File: src/rtl/npc_pkg.sv
package npc_pkg;

    localparam int XLEN      = 32;
    localparam int OFFW      = 16;
    localparam int JFW       = 26;
    localparam int RIDXW     = 5;
    localparam int KINDW     = 4;
    localparam int INSN_B    = 4;
    localparam int REGIONW   = XLEN - JFW - 2;
    localparam logic [RIDXW-1:0] RA_IDX = RIDXW'(31);

    typedef logic [XLEN-1:0]  word_t;
    typedef logic [RIDXW-1:0] ridx_t;

    typedef enum logic [KINDW-1:0] {
        CF_NONE = 4'd0,
        CF_BEQ  = 4'd1,
        CF_BNE  = 4'd2,
        CF_BGEZ = 4'd3,
        CF_BGTZ = 4'd4,
        CF_BLEZ = 4'd5,
        CF_BLTZ = 4'd6,
        CF_J    = 4'd7,
        CF_JAL  = 4'd8,
        CF_JR   = 4'd9,
        CF_JALR = 4'd10
    } cf_kind_e;

    typedef enum logic [1:0] {
        TGT_SEQ,
        TGT_REL,
        TGT_REGION,
        TGT_REG
    } tgt_sel_e;

    typedef struct packed {
        logic  taken;
        word_t target;
        logic  link_we;
        ridx_t link_idx;
        word_t link_data;
    } npc_res_t;

    function automatic word_t rel_disp(input logic [OFFW-1:0] off);
        word_t ext;
        ext = {{(XLEN-OFFW){off[OFFW-1]}}, off};
        return ext << 2;
    endfunction

    function automatic word_t region_addr(input word_t seq, input logic [JFW-1:0] fld);
        return {seq[XLEN-1 -: REGIONW], fld, 2'b00};
    endfunction

    function automatic logic is_cond(input cf_kind_e k);
        return (k == CF_BEQ) || (k == CF_BNE) || (k == CF_BGEZ) ||
               (k == CF_BGTZ) || (k == CF_BLEZ) || (k == CF_BLTZ);
    endfunction

endpackage

File: src/rtl/npc_cond.sv
module npc_cond
    import npc_pkg::*;
(
    input  cf_kind_e kind,
    input  word_t    opa,
    input  word_t    opb,
    output logic     redirect,
    output tgt_sel_e sel
);
    logic ops_eq;
    logic a_neg;
    logic a_zero;
    logic cond_hit;

    assign ops_eq = (opa == opb);
    assign a_neg  = opa[XLEN-1];
    assign a_zero = (opa == '0);

    always_comb begin
        unique case (kind)
            CF_BEQ:  cond_hit = ops_eq;
            CF_BNE:  cond_hit = !ops_eq;
            CF_BGEZ: cond_hit = !a_neg;
            CF_BGTZ: cond_hit = !a_neg && !a_zero;
            CF_BLEZ: cond_hit = a_neg || a_zero;
            CF_BLTZ: cond_hit = a_neg;
            default: cond_hit = 1'b0;
        endcase
    end

    always_comb begin
        redirect = 1'b0;
        sel      = TGT_SEQ;
        if (is_cond(kind)) begin
            redirect = cond_hit;
            sel      = cond_hit ? TGT_REL : TGT_SEQ;
        end else begin
            case (kind)
                CF_J, CF_JAL: begin
                    redirect = 1'b1;
                    sel      = TGT_REGION;
                end
                CF_JR, CF_JALR: begin
                    redirect = 1'b1;
                    sel      = TGT_REG;
                end
                default: begin
                    redirect = 1'b0;
                    sel      = TGT_SEQ;
                end
            endcase
        end
    end
endmodule

File: src/rtl/npc_addr.sv
module npc_addr
    import npc_pkg::*;
(
    input  word_t            pc,
    input  word_t            opa,
    input  logic [OFFW-1:0]  off,
    input  logic [JFW-1:0]   jfield,
    input  tgt_sel_e         sel,
    output word_t            seq_pc,
    output word_t            target
);
    word_t rel_pc;
    word_t reg_pc;

    assign seq_pc = pc + word_t'(INSN_B);
    assign rel_pc = seq_pc + rel_disp(off);
    assign reg_pc = region_addr(seq_pc, jfield);

    always_comb begin
        unique case (sel)
            TGT_REL:    target = rel_pc;
            TGT_REGION: target = reg_pc;
            TGT_REG:    target = opa;
            default:    target = seq_pc;
        endcase
    end
endmodule

File: src/rtl/npc_link.sv
module npc_link
    import npc_pkg::*;
(
    input  cf_kind_e kind,
    input  word_t    seq_pc,
    input  ridx_t    dest,
    output logic     we,
    output ridx_t    idx,
    output word_t    data
);
    always_comb begin
        we   = 1'b0;
        idx  = '0;
        data = '0;
        case (kind)
            CF_JAL: begin
                we   = 1'b1;
                idx  = RA_IDX;
                data = seq_pc + word_t'(INSN_B);
            end
            CF_JALR: begin
                we   = 1'b1;
                idx  = dest;
                data = seq_pc + word_t'(INSN_B);
            end
            default: begin
                we   = 1'b0;
                idx  = '0;
                data = '0;
            end
        endcase
    end
endmodule

File: src/rtl/npc_unit.sv
module npc_unit
    import npc_pkg::*;
(
    input  logic        clk,
    input  logic        rst,
    input  logic [31:0] pc_i,
    input  logic [31:0] opa_i,
    input  logic [31:0] opb_i,
    input  logic [15:0] imm16_i,
    input  logic [25:0] tgt26_i,
    input  logic [4:0]  dest_i,
    input  logic [3:0]  kind_i,
    output logic        taken_o,
    output logic [31:0] target_o,
    output logic        link_we_o,
    output logic [4:0]  link_idx_o,
    output logic [31:0] link_data_o
);
    cf_kind_e kind;
    logic     redirect;
    tgt_sel_e sel;
    word_t    seq_pc;
    word_t    nxt_target;
    logic     l_we;
    ridx_t    l_idx;
    word_t    l_data;
    npc_res_t res_d;
    npc_res_t res_q;

    assign kind = cf_kind_e'(kind_i);

    npc_cond u_cond (
        .kind     (kind),
        .opa      (opa_i),
        .opb      (opb_i),
        .redirect (redirect),
        .sel      (sel)
    );

    npc_addr u_addr (
        .pc     (pc_i),
        .opa    (opa_i),
        .off    (imm16_i),
        .jfield (tgt26_i),
        .sel    (sel),
        .seq_pc (seq_pc),
        .target (nxt_target)
    );

    npc_link u_link (
        .kind   (kind),
        .seq_pc (seq_pc),
        .dest   (dest_i),
        .we     (l_we),
        .idx    (l_idx),
        .data   (l_data)
    );

    always_comb begin
        res_d.taken     = redirect;
        res_d.target    = nxt_target;
        res_d.link_we   = l_we;
        res_d.link_idx  = l_idx;
        res_d.link_data = l_data;
    end

    always_ff @(posedge clk) begin
        if (rst) res_q <= '0;
        else     res_q <= res_d;
    end

    assign taken_o     = res_q.taken;
    assign target_o    = res_q.target;
    assign link_we_o   = res_q.link_we;
    assign link_idx_o  = res_q.link_idx;
    assign link_data_o = res_q.link_data;
endmodule

File: config.mk
export PLATFORM = sky130hd
export DESIGN_NAME = npc_unit
export DESIGN_NICKNAME = d
export VERILOG_FILES = /design/src/rtl/npc_pkg.sv /design/src/rtl/npc_cond.sv /design/src/rtl/npc_addr.sv /design/src/rtl/npc_link.sv /design/src/rtl/npc_unit.sv
export SDC_FILE = /design/constraint.sdc
export NUM_CORES = 1
export LEC_CHECK = 0
export BUFFER_PORTS_ARGS = -buffer_cell sky130_fd_sc_hd__buf_2
export CAP_MARGIN = 20
export CORE_UTILIZATION = 35
export DETAILED_ROUTE_END_ITERATION = 7
export PLACE_DENSITY = 0.58
export SLEW_MARGIN = 30
export SYNTH_ARGS = -nofsm -noshare
export SYNTH_HDL_FRONTEND = slang
export SYNTH_SLANG_ARGS = --single-unit
File: constraint.sdc
create_clock -name clk -period 12.38 [get_ports clk]
set_input_delay 2.476 -clock clk [delete_from_list [all_inputs] [get_ports clk]]
set_output_delay 2.476 -clock clk [all_outputs]
set_load 0.01 [all_outputs]
# Word level (Yosys, flattened, before mapping)
# Cells that the tools add are included.
# classes
reduce_logical	16
addsub	3
eq_ne	14
bitwise	1
n_mux	9
# ops
op	n
32-bit case mux with 3 select lines	1
32-bit by 3-bit adder with 32-bit output, second input constant	2
32-bit adder	1
32-bit equality test	1
32-bit zero test	1
4-bit by 3-bit equality test with 1-bit output, second input constant	4
4-bit equality test, second input constant	3
5-bit case mux with 2 select lines	1
4-bit by 2-bit equality test with 1-bit output, second input constant	2
2-bit OR reduction	4
1-bit logical OR	6
1-bit case mux with 6 select lines	1
2-bit equality test, second input constant	2
4-bit by 1-bit equality test with 1-bit output, second input constant	1
1-bit 2-to-1 mux	4
2-bit case mux with 2 select lines	1
4-bit OR reduction	1
1-bit zero test	3
2-bit by 1-bit equality test with 1-bit output, second input constant	1
2-bit 2-to-1 mux	1
1-bit logical AND	1
1-bit inverter	1
# totals
wordCells	48
register_bits	71
out_inout_bits	71

# Depth between registers and ports, before layout
# Gate-level depths: netlist of run 1.
# depth
depth_word	9
ltp_mapped	16
depth_no_buf	16

# Hierarchy
# Synthesis of run 1 repeated with hierarchy kept, for this count alone.
# unflattened
hier_cells	726
area_unflattened_um2	6274.8
# by_module_without_submodules
mod	n_inst	cells_per_inst	area_each_um2
npc_addr	1	374	3037.9
npc_unit	1	149	1900.6
npc_link	1	127	770.7
npc_cond	1	76	565.5

# Worst setup path after synthesis of run 1
# Ideal clock, no wire load.
# synth_timing
path_type	input to register
from	input pc_i[2]
to	register res_q, in the netlist target_o[27]
t_arrival_ps	5989
path_slack_ps	6272
required_time_ps	12261
path_buffers	1
stages	15
path_cell_list	ha_1 nand3_1 nor3_1 nand4_1 xnor2_1 ha_1 clkbuf_1 a21oi_1 o21ai_0 a221o_1 a211o_1 a221oi_1 o21ai_0 xor2_1 o221a_2
# synth_between
elab_chain_cells	3
# synth_rtl
item	line_no	text
start, declared	npc_unit.sv:6	input logic [31:0] pc_i,
32-bit by 3-bit adder with 32-bit output *	npc_addr.sv:15	assign seq_pc = pc + word_t'(INSN_B);
32-bit adder	npc_addr.sv:16	assign rel_pc = seq_pc + rel_disp(off);
32-bit case mux with 3 select lines *	npc_addr.sv:20	unique case (sel)
end signal, assigned	npc_unit.sv:69	else res_q <= res_d;
end, declared	npc_unit.sv:28	npc_res_t res_q;
# Every way passes the cells marked *; elsewhere a longest branch is shown, timed or not.
# A chain may end at the register's enable or synchronous reset.

# Final worst setup path of run 1
# Ends and elaborated chain as after synthesis.

==> results by group, run 1 <==
Worst setup path
  – Crit Path Category: in2reg
  – Critical path capture point type: flip-flop
  – CP Cell Sequence: buf_2, ha_1, nand3_1, nor3_1, nand4_1, xnor2_1, ha_1, a21oi_1, o21ai_0, a221o_1, a211o_1, a221oi_1, o21ai_0, xor2_1, o221a_2
  – WP data required: 12.62 ns
  – CP bufs+invs: 1
  – Startpoint Class: input pin
  – Arr. time, crit path: 6.76 ns
  – Critical path's largest stage delay: about 0.60 ns
  – Crit path max-delay family: compound AO/OA/AOI/OAI gates
  – Slowest cell on crit path: a221oi_1
  – Crit-path max FO: 8

Timing
  – Unrepaired setup endpoints after global routing: no
  – Count of pins over their slew limit: 0
  – Final hold vios: 0
  – Post-route setup TNS: 0 ns
  – Period utilization: 52.7%
  – Fin crit period: 6.52 ns
  – Fin Hold WS: 2.36 ns
  – Max_slew headroom: approximately half
  – Final setup violation count: 0
  – Worst slew pin tran: 0.770 ns
  – Setup slack after layout: 5.86 ns
  – Fmax: around 0.15 GHz

Final layout
  – Antenna fix cells: 0
  – # fillers: 1748
  – Nets@finish: 1169
  – Commonest non-fill, non-tap cell in the layout: buf_2
  – Layout cell share with drive strength beyond 1: 26.4%
  – Most frequent cells in the layout: buf_2 (219), dfxtp_1 (71), a21oi_1 (65), nor2_1 (59), nand2_1 (58)
  – Area growth from synthesis to layout: 25.7%

Hold path
  – Worst hold path type: in2reg

Floorplanning
  – # rows: 47
  – Core ar.: 0.0168 mm2
  – Top Ports: 220
  – Initial Utilization: between 30 and 40%
  – Chip Height: 134 um
  – Die area: 0.0178 mm2
  – Die W: 134 um

Synthesis
  – Synth area leaders: dfxtp_1 (23%), xor2_1 (7.8%), ha_1 (7.4%)
  – Sequential area share after synthesis: approximately a quarter
  – Synth top area share: about a quarter
  – Synth Net Count: about 970
  – Yosys cell types: 76
  – EDFF count, synth: 0
  – #FFs+latches synth: 71
  – Main synth FF type: dfxtp_1
  – Biggest area consumer among synthesized cells: dfxtp_1
  – Synth warn: 0
  – Synthesized cell area: 0.00606 mm2
  – Async SR Flop Fraction: 0%
  – Mapped Cells: between 700 and 800
  – Avg Cell Area, Syn: 7.72 um2

Detailed routing
  – # DRC: 0
  – DRT iter0 DRCs: 364
  – DRT Pass-1 Iters: 5
  – Final ANT Viol Nets: 0
  – Vias: roughly 6800
  – Vias/cell: between 5 and 6
  – Drt wl/cell: 19.0 um
  – Routed WL: 22900 um

Clock network
  – Post CTS Setup Buffer Count: 0
  – Clock sinks: 71
  – Root Driver: clkbuf_16
  – Htree depth: 3
  – Reg clk slew, reported paths: 0.06 ns
  – Hold_buf cts: 0
  – Cts bufs inserted: 9
  – CTS tree: built
  – Post-CTS sizing: 0
  – Clock Tree Buf Depth: 2

Global routing
  – Antenna violations before repair: 1
  – Vias in the first global route: between 6000 and 7000
  – First-pass GRT wire length: 34700 um
  – Largest net degree at the start of global routing: 38
  – GRT overflow: 0
  – GRT Overall Usage: 25.4%

Flow run
  – Max-cap viol count: 0

Pwr
  – Pwr per Cell Area: about 100 mW/mm2
  – Final Power: 0.000768 W
  – Peak VDD IR: 0.0000673 V
  – Lkg Pwr: 3.42 nW

Place
  – DP Wirelength: between 15000 and 20000 um
  – RePlAce Congestion: a little under 0.9
  – Post-Place Setup Slack: 5.51 ns
  – I/O Buffers: 219

Outcome
  – Status: complete, no violations
flip-flops by register name (all words and copies together), names as in the netlist:
| signal | count |
|---|---|
| link_data_o | 32 |
| link_idx_o | 5 |
| link_we_o | 1 |
| taken_o | 1 |
| target_o | 32 |
layer usage:
layer / GRT usage, % / vias to the layer above / routed length (um)
met3: 4.64 / 28 / 1590
met1: 34.2 / 3151 / 10600
li1: - / 3300 / -
met2: 40.5 / 290 / 10200
met5: 0 / - / 13
met4: 9.03 / 2 / 478
where the power goes:
part	internal (W)	leakage, nW	switching, W
clock network	0.000172	0.156	0.000103
logic	0.0000957	2.69	0.000151
registers	0.000243	0.583	0.00000404
layout make-up:
class                           count  area (um2)  area share [%]
Timing Repair Buffer              223        1130            14.8
Multi-Input combinational cell    635        4320            56.8
Clock inverter                      3        40.0           0.526
Clock buffer                       13         270            3.55
Tap cell                          220         275            3.61
Sequential cell                    71        1420            18.7
Inverter                           43         161            2.12
per-stage QoR:
stage	cell area [um2]	std cells	utilization [%]
final	7620	1208	45.5
after global routing	7620	1208	45.5
after CTS	7620	1208	45.5
after detailed placement	7310	1192	43.6
after global placement	7310	1192	43.6
after floorplan	6060	785	-
synth_stat cells, drive strengths merged, types with 3 or more instances:
master	n
a211oi	10
a31oi	6
xor2	54
buf	11
clkbuf	25
o31ai	6
o221ai	3
a21o	11
or3	9
o22ai	4
a311oi	3
nor2	59
nor2b	8
a21boi	3
nand2	58
nand3	29
inv	43
o211ai	6
nor3b	3
a22oi	13
nor4	22
and2	9
or4	3
ha	36
and4	10
nand2b	6
dfxtp	71
a221o	3
xnor2	46
o21ai	43
a21oi	65
a221oi	23
nor3	21
and3	7
nand4	22
kinds of logic after synthesis:
kind of cell	after synthesis	share of synthesized area (%)
AND/OR/NAND/NOR	277	24.8
XOR/XNOR	100	14.5
adder cells (fa/ha/maj)	37	7.76
flip-flops	71	23.5
buffers and inverters	79	5.31
AO/OA/AOI/OAI	221	24.2
worst paths after layout:
path	depth (start not counted)	from	to
worst max-delay path	15	pc_i[2]	target_o[27]
worst min-delay path	2	pc_i[0]	link_data_o[0]
Note: power is estimated with default switching activity, not from simulation.
==> run 2: changes to the inputs <==
PLACE_DENSITY = 0.6   (was 0.58)
clock period = 5.46 ns   (was 12.38 ns; I/O delays follow)
==> run 2 against run 1 <==
Net effect: via count is 0.18% lower; final cell count grew 1.3%; worst setup slack worse by 5.3 ns; clock power rose to 2.5 times the previous value; non-clock buffer count up 16; critical path type unchanged; routed wire length down 0.64%.
==> results by group, run 2 (same netlist as run 1, synthesis figures left out) <==
Outcome
  – Status: complete, no violations

Global routing
  – Antenna violations before repair: 1
  – Vias in the first global route: approximately 6200
  – GRT overflow: 0
  – GRT Overall Usage: roughly a quarter
  – Largest net degree at the start of global routing: 37
  – First-pass GRT wire length: 34500 um

Clock network
  – CTS tree: built
  – Clock Tree Buf Depth: 2
  – Post CTS Setup Buffer Count: 0
  – Post-CTS sizing: 0
  – Cts bufs inserted: 9
  – Root Driver: clkbuf_16
  – Htree depth: 3
  – Clock sinks: between 70 and 80
  – Reg clk slew, reported paths: 0.06 ns
  – Hold_buf cts: 0

Detailed routing
  – Vias/cell: 5.52
  – Final ANT Viol Nets: 0
  – Routed WL: around 23000 um
  – # DRC: 0
  – Drt wl/cell: 18.6 um
  – Vias: 6759
  – DRT Pass-1 Iters: 5
  – DRT iter0 DRCs: about 380

Timing
  – Fin crit period: 4.89 ns
  – Worst slew pin tran: 0.930 ns
  – Fin Hold WS: 0.974 ns
  – Final hold vios: 0
  – Post-route setup TNS: 0 ns
  – Count of pins over their slew limit: 0
  – Fmax: 0.204 GHz
  – Setup slack after layout: 0.570 ns
  – Period utilization: 89.6%
  – Final setup violation count: 0
  – Unrepaired setup endpoints after global routing: no
  – Max_slew headroom: 38.0%

Worst setup path
  – Startpoint Class: input pin
  – WP data required: 5.71 ns
  – Crit-path max FO: 8
  – Crit Path Category: in2reg
  – Arr. time, crit path: 5.14 ns
  – Critical path capture point type: flip-flop

Place
  – DP Area: 0.00743 mm2
  – I/O Buffers: ~220
  – RePlAce Congestion: a little under 0.9
  – DP Wirelength: 18400 um
  – Post-Place Setup Slack: 0.267 ns

Floorplanning
  – # rows: 47
  – Chip Height: 134 um
  – Die area: 0.0178 mm2
  – Initial Utilization: 36.2%
  – Die W: 134 um
  – Core ar.: about 0.017 mm2
  – Top Ports: 220

Pwr
  – Lkg Pwr: around 3.5 nW
  – Peak VDD IR: 0.000147 V
  – Pwr per Cell Area: 233 mW/mm2

Final layout
  – Area growth from synthesis to layout: 28.3%
  – End-of-flow core utilization: ~46%
  – Nets@finish: 1185
  – Commonest non-fill, non-tap cell in the layout: buf_2
  – Post-Layout Inst Area: 0.00777 mm2
  – Antenna fix cells: 0
  – Layout cell share with drive strength beyond 1: ~28%
  – Most frequent cells in the layout: buf_2 (219), dfxtp_1 (71), a21oi_1 (65), nor2_1 (59), nand2_1 (58)

Flow run
  – Max-cap viol count: 0

Hold path
  – Worst hold path type: in2reg
-- run 2: layer usage --
metal  track usage [%]  part of all wire (%)  vias up
met5                 0                 0.044        -
met2              40.2                    45      329
met4              6.57                   1.5        2
li1                  -                     -     3321
met1              33.9                    45     3081
met3              6.09                   8.9       26
-- run 2: final cells by class --
type / count / area [um2]
inverter: 43 / 161
fill: 1695 / 8980
timing repair buffer: 239 / 1250
tap: 220 / 275
clock buffer: 9 / 225
multi-input combinational: 635 / 4320
sequential: 71 / 1420
clock inverter: 7 / 121
-- run 2: power breakdown --
group	leakage (nW)	internal, W	total (W)	switching, W
Sequential	0.583	0.000550	0.000558	0.00000807
Clock	0.170	0.000448	0.000689	0.000241
Combinational	2.76	0.000225	0.000566	0.000341
Total	3.52	0.00122	0.00181	0.000590
-- run 2: path summary, 6_finish.rpt --
check	from	endpoint	slack (ns)	cells past startpoint
worst min-delay path	pc_i[1]	link_data_o[1]	0.97	2
worst max-delay path	pc_i[2]	target_o[29]	0.57	17
-- run 2: per-stage QoR --
stage                     power [W]  std cells
after CTS                   0.00182       1224
after detailed placement    0.00113       1208
after floorplan            0.000905        785
after global placement      0.00113       1208
after global routing        0.00190       1224
final                       0.00181       1224
-- run 2: critical path: stages --
cell	delay [ns]
buf_2	0.16
ha_1	0.27
and3_1	0.27
nand3_1	0.26
or3_1	0.41
and2_1	0.19
inv_1	0.09
ha_1	0.29
a21oi_1	0.21
o21ai_0	0.17
a221o_1	0.38
a211o_1	0.31
a221oi_1	0.31
buf_4	0.19
and4_1	0.19
o31ai_1	0.07
a221oi_1	0.27
